File: config.mk
export PLATFORM = sky130hd
export DESIGN_NAME = i2c_msglist_seq
export DESIGN_NICKNAME = d
export VERILOG_FILES = /design/src/rtl/i2cseq_pkg.sv /design/src/rtl/i2cseq_timer.sv /design/src/rtl/i2cseq_pair_track.sv /design/src/rtl/i2c_msglist_seq.sv
export SDC_FILE = /design/constraint.sdc
export NUM_CORES = 1
export LEC_CHECK = 0
export ABC_AREA = 0
export BUFFER_PORTS_ARGS = -buffer_cell sky130_fd_sc_hd__buf_4
export CORE_ASPECT_RATIO = 0.8
export CORE_MARGIN = 1.5
export CORE_UTILIZATION = 57
export CTS_CLUSTER_DIAMETER = 120
export DETAILED_ROUTE_END_ITERATION = 16
export PLACE_DENSITY = 0.81
export SYNTH_ARGS = -nofsm -noshare
export SYNTH_HDL_FRONTEND = slang
export SYNTH_HIERARCHICAL = 1
export SYNTH_SLANG_ARGS = --single-unit
File: constraint.sdc
create_clock -name clk -period 5.9 [get_ports clk]
set_clock_uncertainty 0.05 [all_clocks]
set_input_delay 0 -clock clk [delete_from_list [all_inputs] [get_ports clk]]
set_output_delay 0 -clock clk [all_outputs]
set_load 0.01 [all_outputs]
File: src/rtl/i2cseq_pkg.sv
package i2cseq_pkg;

  typedef enum logic [3:0] {
    S_IDLE, S_SCAN, S_LOAD, S_WBYTE, S_WDRAIN,
    S_RCMD, S_RWAIT, S_FINI, S_GAP, S_DONE
  } seq_state_t;

  localparam int RES_W = 5;
  localparam logic [RES_W-1:0] RES_ADDR_NACK    = 5'h01;
  localparam logic [RES_W-1:0] RES_DATA_NACK    = 5'h02;
  localparam logic [RES_W-1:0] RES_HW_TIMEOUT   = 5'h04;
  localparam logic [RES_W-1:0] RES_WAIT_TIMEOUT = 5'h08;
  localparam logic [RES_W-1:0] RES_OTHER        = 5'h10;

  // Classify a terminated write: data NACK wins over address NACK.
  function automatic logic [RES_W-1:0] abort_code(input logic addr_nack,
                                                  input logic data_nack);
    if (data_nack)      return RES_DATA_NACK;
    else if (addr_nack) return RES_ADDR_NACK;
    else                return RES_OTHER;
  endfunction

  // True when a new message's address or direction differs from the recorded pair.
  function automatic logic pair_differs(input logic [9:0] old_addr, input logic old_dir,
                                        input logic [9:0] new_addr, input logic new_dir);
    return (old_addr != new_addr) || (old_dir != new_dir);
  endfunction

endpackage

File: src/rtl/i2cseq_timer.sv
module i2cseq_timer #(
  parameter int W = 8
) (
  input  logic         clk,
  input  logic         rst_n,
  input  logic         clr,
  input  logic [W-1:0] limit,
  output logic         hit
);
  logic [W-1:0] cnt;

  assign hit = (cnt == limit - 1'b1);

  always_ff @(posedge clk or negedge rst_n) begin
    if (!rst_n)    cnt <= '0;
    else if (clr)  cnt <= '0;
    else if (!hit) cnt <= cnt + 1'b1;
  end
endmodule

File: src/rtl/i2cseq_pair_track.sv
module i2cseq_pair_track
  import i2cseq_pkg::*;
(
  input  logic       clk,
  input  logic       rst_n,
  input  logic       capture,
  input  logic       first,
  input  logic [9:0] addr,
  input  logic       dir,
  output logic       change
);
  logic [9:0] rec_addr;
  logic       rec_dir;

  assign change = !first && pair_differs(rec_addr, rec_dir, addr, dir);

  always_ff @(posedge clk or negedge rst_n) begin
    if (!rst_n) begin
      rec_addr <= '0;
      rec_dir  <= 1'b0;
    end else if (capture) begin
      rec_addr <= addr;
      rec_dir  <= dir;
    end
  end
endmodule

File: src/rtl/i2c_msglist_seq.sv
module i2c_msglist_seq
  import i2cseq_pkg::*;
#(
  parameter int MAX_MSGS = 8,
  parameter int LEN_W    = 8,
  parameter int ADDR_W   = 10,
  parameter int WAIT_CYC = 2000000,
  parameter int POLLS    = 1000,
  parameter int GAP_CYC  = 2500,
  localparam int IDX_W   = $clog2(MAX_MSGS),
  localparam int CNT_W   = $clog2(MAX_MSGS + 1)
) (
  input  logic              clk,
  input  logic              rst_n,
  input  logic              go,
  input  logic [CNT_W-1:0]  msg_count,
  output logic [IDX_W-1:0]  desc_idx,
  input  logic [ADDR_W-1:0] desc_addr,
  input  logic              desc_rd,
  input  logic [LEN_W-1:0]  desc_len,
  output logic              ctl_enable,
  output logic [ADDR_W-1:0] ctl_target,
  input  logic              ctl_enabled,
  output logic              ctl_clear,
  output logic              ctl_abort,
  output logic              cmd_push,
  output logic [7:0]        cmd_byte,
  output logic              cmd_rd,
  output logic              cmd_stop,
  output logic              cmd_restart,
  input  logic              fifo_tx_notfull,
  input  logic              fifo_tx_empty,
  input  logic              fifo_rx_notempty,
  output logic              rx_pop,
  input  logic [7:0]        rx_byte,
  input  logic              abrt_flag,
  input  logic              abrt_addr_nack,
  input  logic              abrt_data_nack,
  input  logic              wr_valid,
  input  logic [7:0]        wr_data,
  output logic              wr_take,
  output logic              rd_valid,
  output logic [7:0]        rd_data,
  output logic              done,
  output logic [RES_W-1:0]  result
);
  localparam int TMAX = (WAIT_CYC > GAP_CYC) ? WAIT_CYC : GAP_CYC;
  localparam int TW   = $clog2(TMAX + 1);
  localparam int PW   = $clog2(POLLS + 1);

  seq_state_t        st, st_nxt;
  logic [IDX_W-1:0]  idx;
  logic [LEN_W-1:0]  rem;
  logic              last_msg, restart_pend;
  logic [RES_W-1:0]  res;
  logic [PW-1:0]     polls;
  logic              en_r;
  logic [ADDR_W-1:0] tgt_r;

  // Named internal events (also observed by the checker)
  logic idx_is_last, waiting, push_w, push_r, drain_ok, tx_aborted;
  logic rx_nack, rx_got, wait_expired, err_clear, msg_end, last_poll;
  logic tmr_hit, tmr_clr, pair_change, in_cmd;

  assign idx_is_last = (CNT_W'(idx) + CNT_W'(1)) == msg_count;
  assign waiting     = (st == S_WBYTE) || (st == S_WDRAIN) || (st == S_RCMD) || (st == S_RWAIT);
  assign push_w      = (st == S_WBYTE) && wr_valid && fifo_tx_notfull;
  assign push_r      = (st == S_RCMD) && fifo_tx_notfull;
  assign drain_ok    = (st == S_WDRAIN) && fifo_tx_empty;
  assign tx_aborted  = drain_ok && abrt_flag;
  assign rx_nack     = (st == S_RWAIT) && abrt_addr_nack;
  assign rx_got      = (st == S_RWAIT) && !abrt_addr_nack && fifo_rx_notempty;
  assign wait_expired = waiting && tmr_hit && !(cmd_push || drain_ok || rx_nack || rx_got);
  assign err_clear   = tx_aborted || rx_nack;
  assign msg_end     = (drain_ok && !abrt_flag) || (rx_got && rem == '0);
  assign last_poll   = (polls == PW'(POLLS - 1));
  assign in_cmd      = (st == S_WBYTE) || (st == S_RCMD);

  assign tmr_clr = (st_nxt != st) || cmd_push;

  i2cseq_timer #(.W(TW)) u_tmr (
    .clk(clk), .rst_n(rst_n), .clr(tmr_clr),
    .limit((st == S_GAP) ? TW'(GAP_CYC) : TW'(WAIT_CYC)),
    .hit(tmr_hit)
  );

  i2cseq_pair_track u_pair (
    .clk(clk), .rst_n(rst_n), .capture(st == S_LOAD),
    .first(idx == '0), .addr(desc_addr), .dir(desc_rd), .change(pair_change)
  );

  always_comb begin
    st_nxt = st;
    unique case (st)
      S_IDLE:   if (go) st_nxt = (msg_count == '0) ? S_DONE : S_SCAN;
      S_SCAN:   if (desc_len == '0) st_nxt = S_DONE;
                else if (idx_is_last) st_nxt = S_LOAD;
      S_LOAD:   st_nxt = desc_rd ? S_RCMD : S_WBYTE;
      S_WBYTE:  if (push_w && rem == LEN_W'(1)) st_nxt = S_WDRAIN;
      S_WDRAIN: st_nxt = S_WDRAIN;
      S_RCMD:   if (push_r) st_nxt = S_RWAIT;
      S_RWAIT:  if (rx_got && rem != '0) st_nxt = S_RCMD;
      S_FINI:   st_nxt = (!ctl_enabled || last_poll) ? S_DONE : S_GAP;
      S_GAP:    if (tmr_hit) st_nxt = S_FINI;
      S_DONE:   st_nxt = S_IDLE;
      default:  st_nxt = S_IDLE;
    endcase
    if (wait_expired || err_clear) st_nxt = S_FINI;
    if (msg_end) st_nxt = last_msg ? S_FINI : S_LOAD;
  end

  always_ff @(posedge clk or negedge rst_n) begin
    if (!rst_n) begin
      st <= S_IDLE; idx <= '0; rem <= '0; last_msg <= 1'b0; restart_pend <= 1'b0;
      res <= '0; polls <= '0; en_r <= 1'b0; tgt_r <= '0;
    end else begin
      st <= st_nxt;
      if (st == S_IDLE && go) begin
        idx <= '0;
        res <= (msg_count == '0) ? RES_OTHER : '0;
      end
      if (st == S_SCAN) begin
        if (desc_len == '0)   res <= RES_OTHER;
        else if (idx_is_last) idx <= '0;
        else                  idx <= idx + 1'b1;
      end
      if (st == S_LOAD) begin
        rem <= desc_len; last_msg <= idx_is_last; restart_pend <= pair_change;
        en_r <= 1'b1; tgt_r <= desc_addr;
      end
      if (cmd_push) begin
        rem <= rem - 1'b1;
        restart_pend <= 1'b0;
      end
      if (msg_end && !last_msg) idx <= idx + 1'b1;
      if (wait_expired) res <= res | RES_WAIT_TIMEOUT;
      if (err_clear) res <= res | (rx_nack ? RES_ADDR_NACK : abort_code(abrt_addr_nack, abrt_data_nack));
      if (st_nxt == S_FINI && st != S_FINI && st != S_GAP) begin
        en_r <= 1'b0;
        polls <= '0;
      end
      if (st == S_FINI && ctl_enabled) begin
        polls <= polls + 1'b1;
        if (last_poll) res <= res | RES_HW_TIMEOUT;
      end
    end
  end

  assign desc_idx    = idx;
  assign ctl_enable  = en_r;
  assign ctl_target  = tgt_r;
  assign ctl_clear   = (st == S_LOAD) || err_clear;
  assign ctl_abort   = (st == S_FINI) && ctl_enabled && last_poll;
  assign cmd_push    = push_w || push_r;
  assign cmd_byte    = (st == S_WBYTE) ? wr_data : 8'h00;
  assign cmd_rd      = (st == S_RCMD);
  assign cmd_stop    = in_cmd && last_msg && (rem == LEN_W'(1));
  assign cmd_restart = in_cmd && restart_pend;
  assign wr_take     = push_w;
  assign rx_pop      = rx_got;
  assign rd_valid    = rx_got;
  assign rd_data     = rx_byte;
  assign done        = (st == S_DONE);
  assign result      = res;
endmodule

# After elaboration in Yosys (flattened, before gate mapping)

Index checks and enable logic that the tools add are counted.

Add/sub/neg operators: 6
Eq/ne operators: 21
Mux-type cells: 43
Bitwise logic cells: 1
Reduce and logical (&&, ||, !) cells: 54

Operators with widths:

| kind                                                                  | count |
|---|---|
| 21-bit two-way mux                                                    | 3 |
| 5-bit two-way mux                                                     | 12 |
| 4-bit two-way mux                                                     | 10 |
| 4-bit case mux with 9 select lines                                    | 1 |
| 1-bit logical AND                                                     | 24 |
| 8-bit two-way mux                                                     | 3 |
| 21-bit by 1-bit adder with 21-bit output (second input constant)      | 1 |
| 21-bit == test                                                        | 1 |
| 3-bit two-way mux                                                     | 7 |
| 21-bit by 1-bit subtractor with 21-bit output (second input constant) | 1 |
| 4-bit by 3-bit == test with 1-bit output (second input constant)      | 5 |
| 10-bit two-way mux                                                    | 2 |
| 8-bit zero test                                                       | 2 |
| 1-bit logical OR                                                      | 15 |
| 10-bit by 1-bit adder with 10-bit output (second input constant)      | 1 |
| 10-bit == test (second input constant)                                | 1 |
| 10-bit inequality test                                                | 1 |
| 4-bit by 2-bit == test with 1-bit output (second input constant)      | 2 |
| 4-bit == test (second input constant)                                 | 2 |
| 8-bit by 1-bit == test with 1-bit output (second input constant)      | 1 |
| 4-bit zero test                                                       | 2 |
| 8-bit nonzero test                                                    | 1 |
| 8-bit by 1-bit subtractor with 8-bit output (second input constant)   | 1 |
| 1-bit zero test                                                       | 6 |
| other kinds (14)                                                      | 20 |

Bits in registers: 65
Input port bits: 50
Output and inout port bits: 45
Logic and storage cells: 137

# Logic depth before layout (Yosys ltp)

Word-level depth: 17
Depth in mapped cells: 19
Depth with buffers taken out: 18

# Cells and area by module

Netlist, hierarchy kept.

By module, submodules not included:

| module            | times used | cells each | area an instance (µm²) | seq. area each (µm²) |
|---|---|---|---|---|
| i2c_msglist_seq   | 1          | 322        | 2,718.9                | 1,076.0 |
| i2cseq_timer      | 1          | 244        | 2,006.9                | 525.5 |
| i2cseq_pair_track | 1          | 38         | 526.8                  | 275.3 |

# Worst setup path after synthesis

No wires, ideal clock.

Path type: flip-flop to flip-flop
From: register st[2]
To: register u_tmr.cnt[0]
Setup time: 0.132 ns
Data arrival time: 4.629 ns
Required time: 5.718 ns
Slack: 1.090 ns
Cell stages (with the launch flop): 19
Path buffers: 2
Clock period less this slack: 4.810 ns
Path through: dfrtp_1 > or4b_2 > inv_1 > nor2_1 > nand3_1 > mux2i_1 > o31ai_1 > a21oi_1 > and3_1 > o211a_1 > inv_1 > o32ai_1 > nand3b_1 > or4b_4 > xnor2_1 > nand4_1 > clkbuf_1 > clkbuf_1 > nor2_1

Elaborated cells between the ends (all ways): 51
Those cells by class: add/sub (1); eq/ne (11); mux (12); reduce/logical (27)

RTL lines:

| element                                                                                                 | line                   | RTL |
|---|---|---|
| start: declaration                                                                                      | i2c_msglist_seq.sv:51  | `seq_state_t st, st_nxt;` |
| start signal: assignment                                                                                | i2c_msglist_seq.sv:117 | `st <= st_nxt;` |
| 4-bit == test *                                                                                         | i2c_msglist_seq.sv:83  | `.limit((st == S_GAP) ? TW'(GAP_CYC) : TW'(WAIT_CYC)),` |
| 21-bit two-way mux *                                                                                    | i2c_msglist_seq.sv:83  |  |
| 21-bit by 1-bit subtractor with 21-bit output *                                                         | i2cseq_timer.sv:12     | `assign hit = (cnt == limit - 1'b1);` |
| 21-bit == test *                                                                                        | i2cseq_timer.sv:12     |  |
| named net tmr_hit                                                                                       | i2c_msglist_seq.sv:63  | `logic tmr_hit, tmr_clr, pair_change, in_cmd;` |
| parallel branches: the longest is 3 deep, another holds 4-bit case mux with 9 select lines              | n/a                    |  |
| 4-bit two-way mux *                                                                                     | i2c_msglist_seq.sv:108 | `if (wait_expired \|\| err_clear) st_nxt = S_FINI;` |
| 4-bit two-way mux *                                                                                     | i2c_msglist_seq.sv:109 | `if (msg_end) st_nxt = last_msg ? S_FINI : S_LOAD;` |
| named net st_nxt[1]                                                                                     | i2c_msglist_seq.sv:51  |  |
| 4-bit inequality test *                                                                                 | i2c_msglist_seq.sv:79  | `assign tmr_clr = (st_nxt != st) \|\| cmd_push;` |
| 1-bit logical OR *                                                                                      | i2c_msglist_seq.sv:79  |  |
| named net tmr_clr                                                                                       | i2c_msglist_seq.sv:63  |  |
| 2-bit by 1-bit inequality test with 1-bit output (no line) / 21-bit two-way mux (equally long branches) | n/a                    |  |
| end signal: assignment                                                                                  | i2cseq_timer.sv:17     | `else if (!hit) cnt <= cnt + 1'b1;` |
| end: declaration                                                                                        | i2cseq_timer.sv:10     | `logic [W-1:0] cnt;` |

Mark *: on every way through the listed nets, which the timed path passes.
A chain may end at the register's enable or synchronous reset.

# Final worst setup path

From: register st[2]
To: register u_tmr.cnt[8]

Same word-level chain as after synthesis.

==> summary.md <==
| Metric | Value |
|---|---|
| WHS Endpoint | result[4]$_DFFE_PN0N_ |
| Library cells used by synthesis | 83 |
| Via-to-Cell Ratio | 5.88 |
| Number of remaining DRC errors | 0 |
| Gr ovfl total | 0 |
| Initial core utilization | 58.4% |
| Final setup margin | 0.781 ns |
| Post-DP HPWL | 9880 um |
| Arrival @ worst endpoint | 5.30 ns |
| Register area share after synthesis | 35.7% |
| Vias in the first global route | 4759 |
| CP Launch Type | flip-flop |
| Fin crit share | 86.8% |
| Root Driver | clkbuf_16 |
| Slowest cell on crit path | or4b_2 |
| Clock Path Buffers | 2 |
| Post-synth ARST share | 100% |
| Gp weighted congestion | 0.937 |
| RR Endpoint | u_tmr/cnt[8]$_DFFE_PN0P_ |
| Die Y | 88.9 um |
| All-layer global routing usage | 29.2% |
| Flops & latches, synth | 75 |
| Initial DRC count | 502 |
| CTS H-tree lvls | 3 |
| Fin. max-slew vios | 0 |
| Clk sinks | 75 |
| HP Class | input port to flip-flop |
| Core area | 0.00900 sq mm |
| Worst ir drop on vdd | 319 uV |
| Total Neg Setup Slack | 0 ns |
| Min cycle time layout | 5.12 ns |
| CTS Buf Count | 9 |
| Share of post-route cells with drive strength above 1 | 19.7% |
| Max Cap Viol | 0 |
| Worst slew pin tran | 1.19 ns |
| Initial antenna violation count | 0 |
| Die Area | 0.00980 sq mm |
| Final setup violation count | 0 |
| Min Hold Slack | 0.0196 ns |
| Fmax | 0.195 GHz |
| R2R Setup Slk | 0.78 ns |
| Setup crit end kind | flip-flop |
| Number of synthesized flops with an enable pin | 0 |
| Area of the multi-input gates | 0.00330 sq mm |
| Worst Path Required | 6.08 ns |
| Cell Rows | 31 |
| Area delta synth->final | 27.1% |
| First-pass GRT wire length | 22100 um |
| Crit-path max FO | 23 |
| Dominant synthesized flop cell | dfrtp_1 |
| Clock-pin slew on the worst setup and hold paths | 0.06 ns |
| Die X | 110 um |
| Count of input and output buffers | 78 |
| Fin. Hold Viols | 0 |
| Pwr/cell area | 370 mW/mm^2 |
| Pwr Total | 2.47 mW |
| Largest net degree at the start of global routing | 76 |
| Syn_area_per_cell | 8.70 sq um |
| Most common cell after layout, fill and taps aside | buf_4 |
| Leak Pwr | 2.95 nW |
| Mapped Cells | 604 |
| WHS Path Cells | 4 |
| Mapped cell area | 0.00525 sq mm |
| FF+latch area | 0.00188 sq mm |
| Max-slew headroom | 20.4% |
| Post-CTS Resized | 0 |
| Vias post-DR | 5115 |
| Crit-path max cell delay | 0.73 ns |
| Most frequent cells in the layout | 84 x buf_4, 79 x nand2_1, 75 x dfrtp_1 |
| Post-DP Area | 0.00603 sq mm |
| WL final | 14300 um |
| Reg2reg path depth | 20 |
| NumNets Final | 807 |
| Num ports | 95 |
| # diodes | 0 |
| Crit Path Class | flip-flop to flip-flop |
| Fillers | 637 |
| Post-DRT Antenna Nets | 0 |
| Cell Chain, Critical Path | or4b_2, buf_4, inv_1, nor2_1, nand3_1, mux2i_1, o31ai_1, a21oi_1, and3_1, o211a_1, inv_1, o32ai_1, nand3b_1, or4b_4, xnor2_1, nand4_1, buf_4, buf_12, nor2b_1, mux2_4 |
| Post-Layout Inst Area | 0.00668 sq mm |
| Yosys Warn Count | 6 |
| Hold Crit Start | abrt_flag |
| Clk_lat worst skew | 0.35 ns |
| RSZ-0062 raised after global routing | no |
| Post-place setup slack | 0.463 ns |
| DR WL/cell | 16.4 um |
| DRT Pass-1 Iters | 5 |
| Origin of the critical flop-to-flop path | st[2]$_DFF_PN0_ |
| CTS tree | done |
| Run status | complete, no violations |
==> synth_stat cells (13+ instances only) <==
cell       n  area (sq um)
nand2_1   79           297
dfrtp_1   75          1880
nor2_1    40           150
a21oi_1   25           125
xor2_1    25           219
inv_1     23          86.3
nand3_1   22           110
o21ai_0   22           110
xnor2_1   17           149
nor3_1    16          80.1
and2_1    14          87.6
clkbuf_1  13          48.8
==> where the power goes <==
group | switching [mW] | total [mW] | internal, mW | leakage [nW]
sequential | 0.169 | 0.829 | 0.660 | 0.976
clock | 0.259 | 0.560 | 0.302 | 0.150
combinational | 0.571 | 1.08 | 0.507 | 1.83
total | 0.998 | 2.47 | 1.47 | 2.95
==> registers in the layout, summed over array words and instances, names as in the netlist, 3 cells and up <==
register	flops
desc_idx	3
rem	8
result	5
ctl_target	10
u_tmr/cnt	21
polls	10
st	4
u_pair/rec_addr	10
==> cell type report <==
| type | instances | area share, % |
|---|---|---|
| clock buffers | 9 | 3.37 |
| clock inverters | 7 | 1.22 |
| inverters | 25 | 1.41 |
| multi-input cells | 524 | 49.5 |
| flip-flops and latches | 75 | 28.1 |
| well taps | 115 | 2.16 |
| repair buffers | 115 | 14.2 |
==> per-stage QoR <==
step / util [%] / std cells
floorplan: - / 654
global placement: 67.0 / 821
detailed placement: 67.0 / 821
CTS: 73.7 / 867
global route: 74.2 / 870
finish: 74.2 / 870
==> critical path: cells and delay by family, from the launching register on <==
family | cells | cell delay (ns)
multiplexers | 2 | 0.35
XOR/XNOR | 1 | 0.15
AND/OR/NAND/NOR | 8 | 2.18
flip-flops | 1 | 0.56
buffers and inverters | 5 | 1.03
AO/OA/AOI/OAI | 4 | 0.68
==> logic make-up (layout without fill, tap and decap cells) <==
family                   count (synthesis)  in the layout  share of synthesized area [%]
AND/OR/NAND/NOR                        290            290                           31.3
AO/OA/AOI/OAI                          115            115                           15.2
flip-flops                              75             75                           35.7
buffers and inverters                   55            156                           5.07
XOR/XNOR                                42             42                           7.00
multiplexers                            18             18                           3.81
adder cells (fa/ha/maj)                  7              7                           1.67
other                                    2             52                          0.143
==> layer usage <==
layer | share of wire [%] | global-route usage (%) | vias to the layer above | routed length, um
met5 | 0 | 0 | - | 0
met4 | 1.5 | 10.4 | 0 | 208
met3 | 7.3 | 5.23 | 22 | 1040
met2 | 49 | 47.5 | 221 | 6980
met1 | 42 | 39.4 | 2445 | 6070
li1 | - | - | 2427 | -
==> timing repair <==
action                                  4_1_cts  5_1_grt
hold buffers                                 30        0
endpoints found under the setup margin        0        1
setup buffers                                 0        3
hold endpoints to repair                    115        0
==> worst max-delay path by stage <==
stage,startpoint,cells past startpoint,end,slack [ns]
6_report,st[2]$_DFF_PN0_,20,u_tmr/cnt[8]$_DFFE_PN0P_,0.78
5_1_grt,st[2]$_DFF_PN0_,20,u_tmr/cnt[8]$_DFFE_PN0P_,0.48
4_1_cts,st[2]$_DFF_PN0_,18,u_tmr/cnt[14]$_DFFE_PN0P_,0.45
3_5_place_dp,st[2]$_DFF_PN0_,18,u_tmr/cnt[14]$_DFFE_PN0P_,0.46
3_3_place_gp,st[2]$_DFF_PN0_,18,u_tmr/cnt[14]$_DFFE_PN0P_,0.77
2_1_floorplan,st[2]$_DFF_PN0_,18,u_tmr/cnt[0]$_DFFE_PN0P_,1.09
Power figures use the tool's default switching activity.
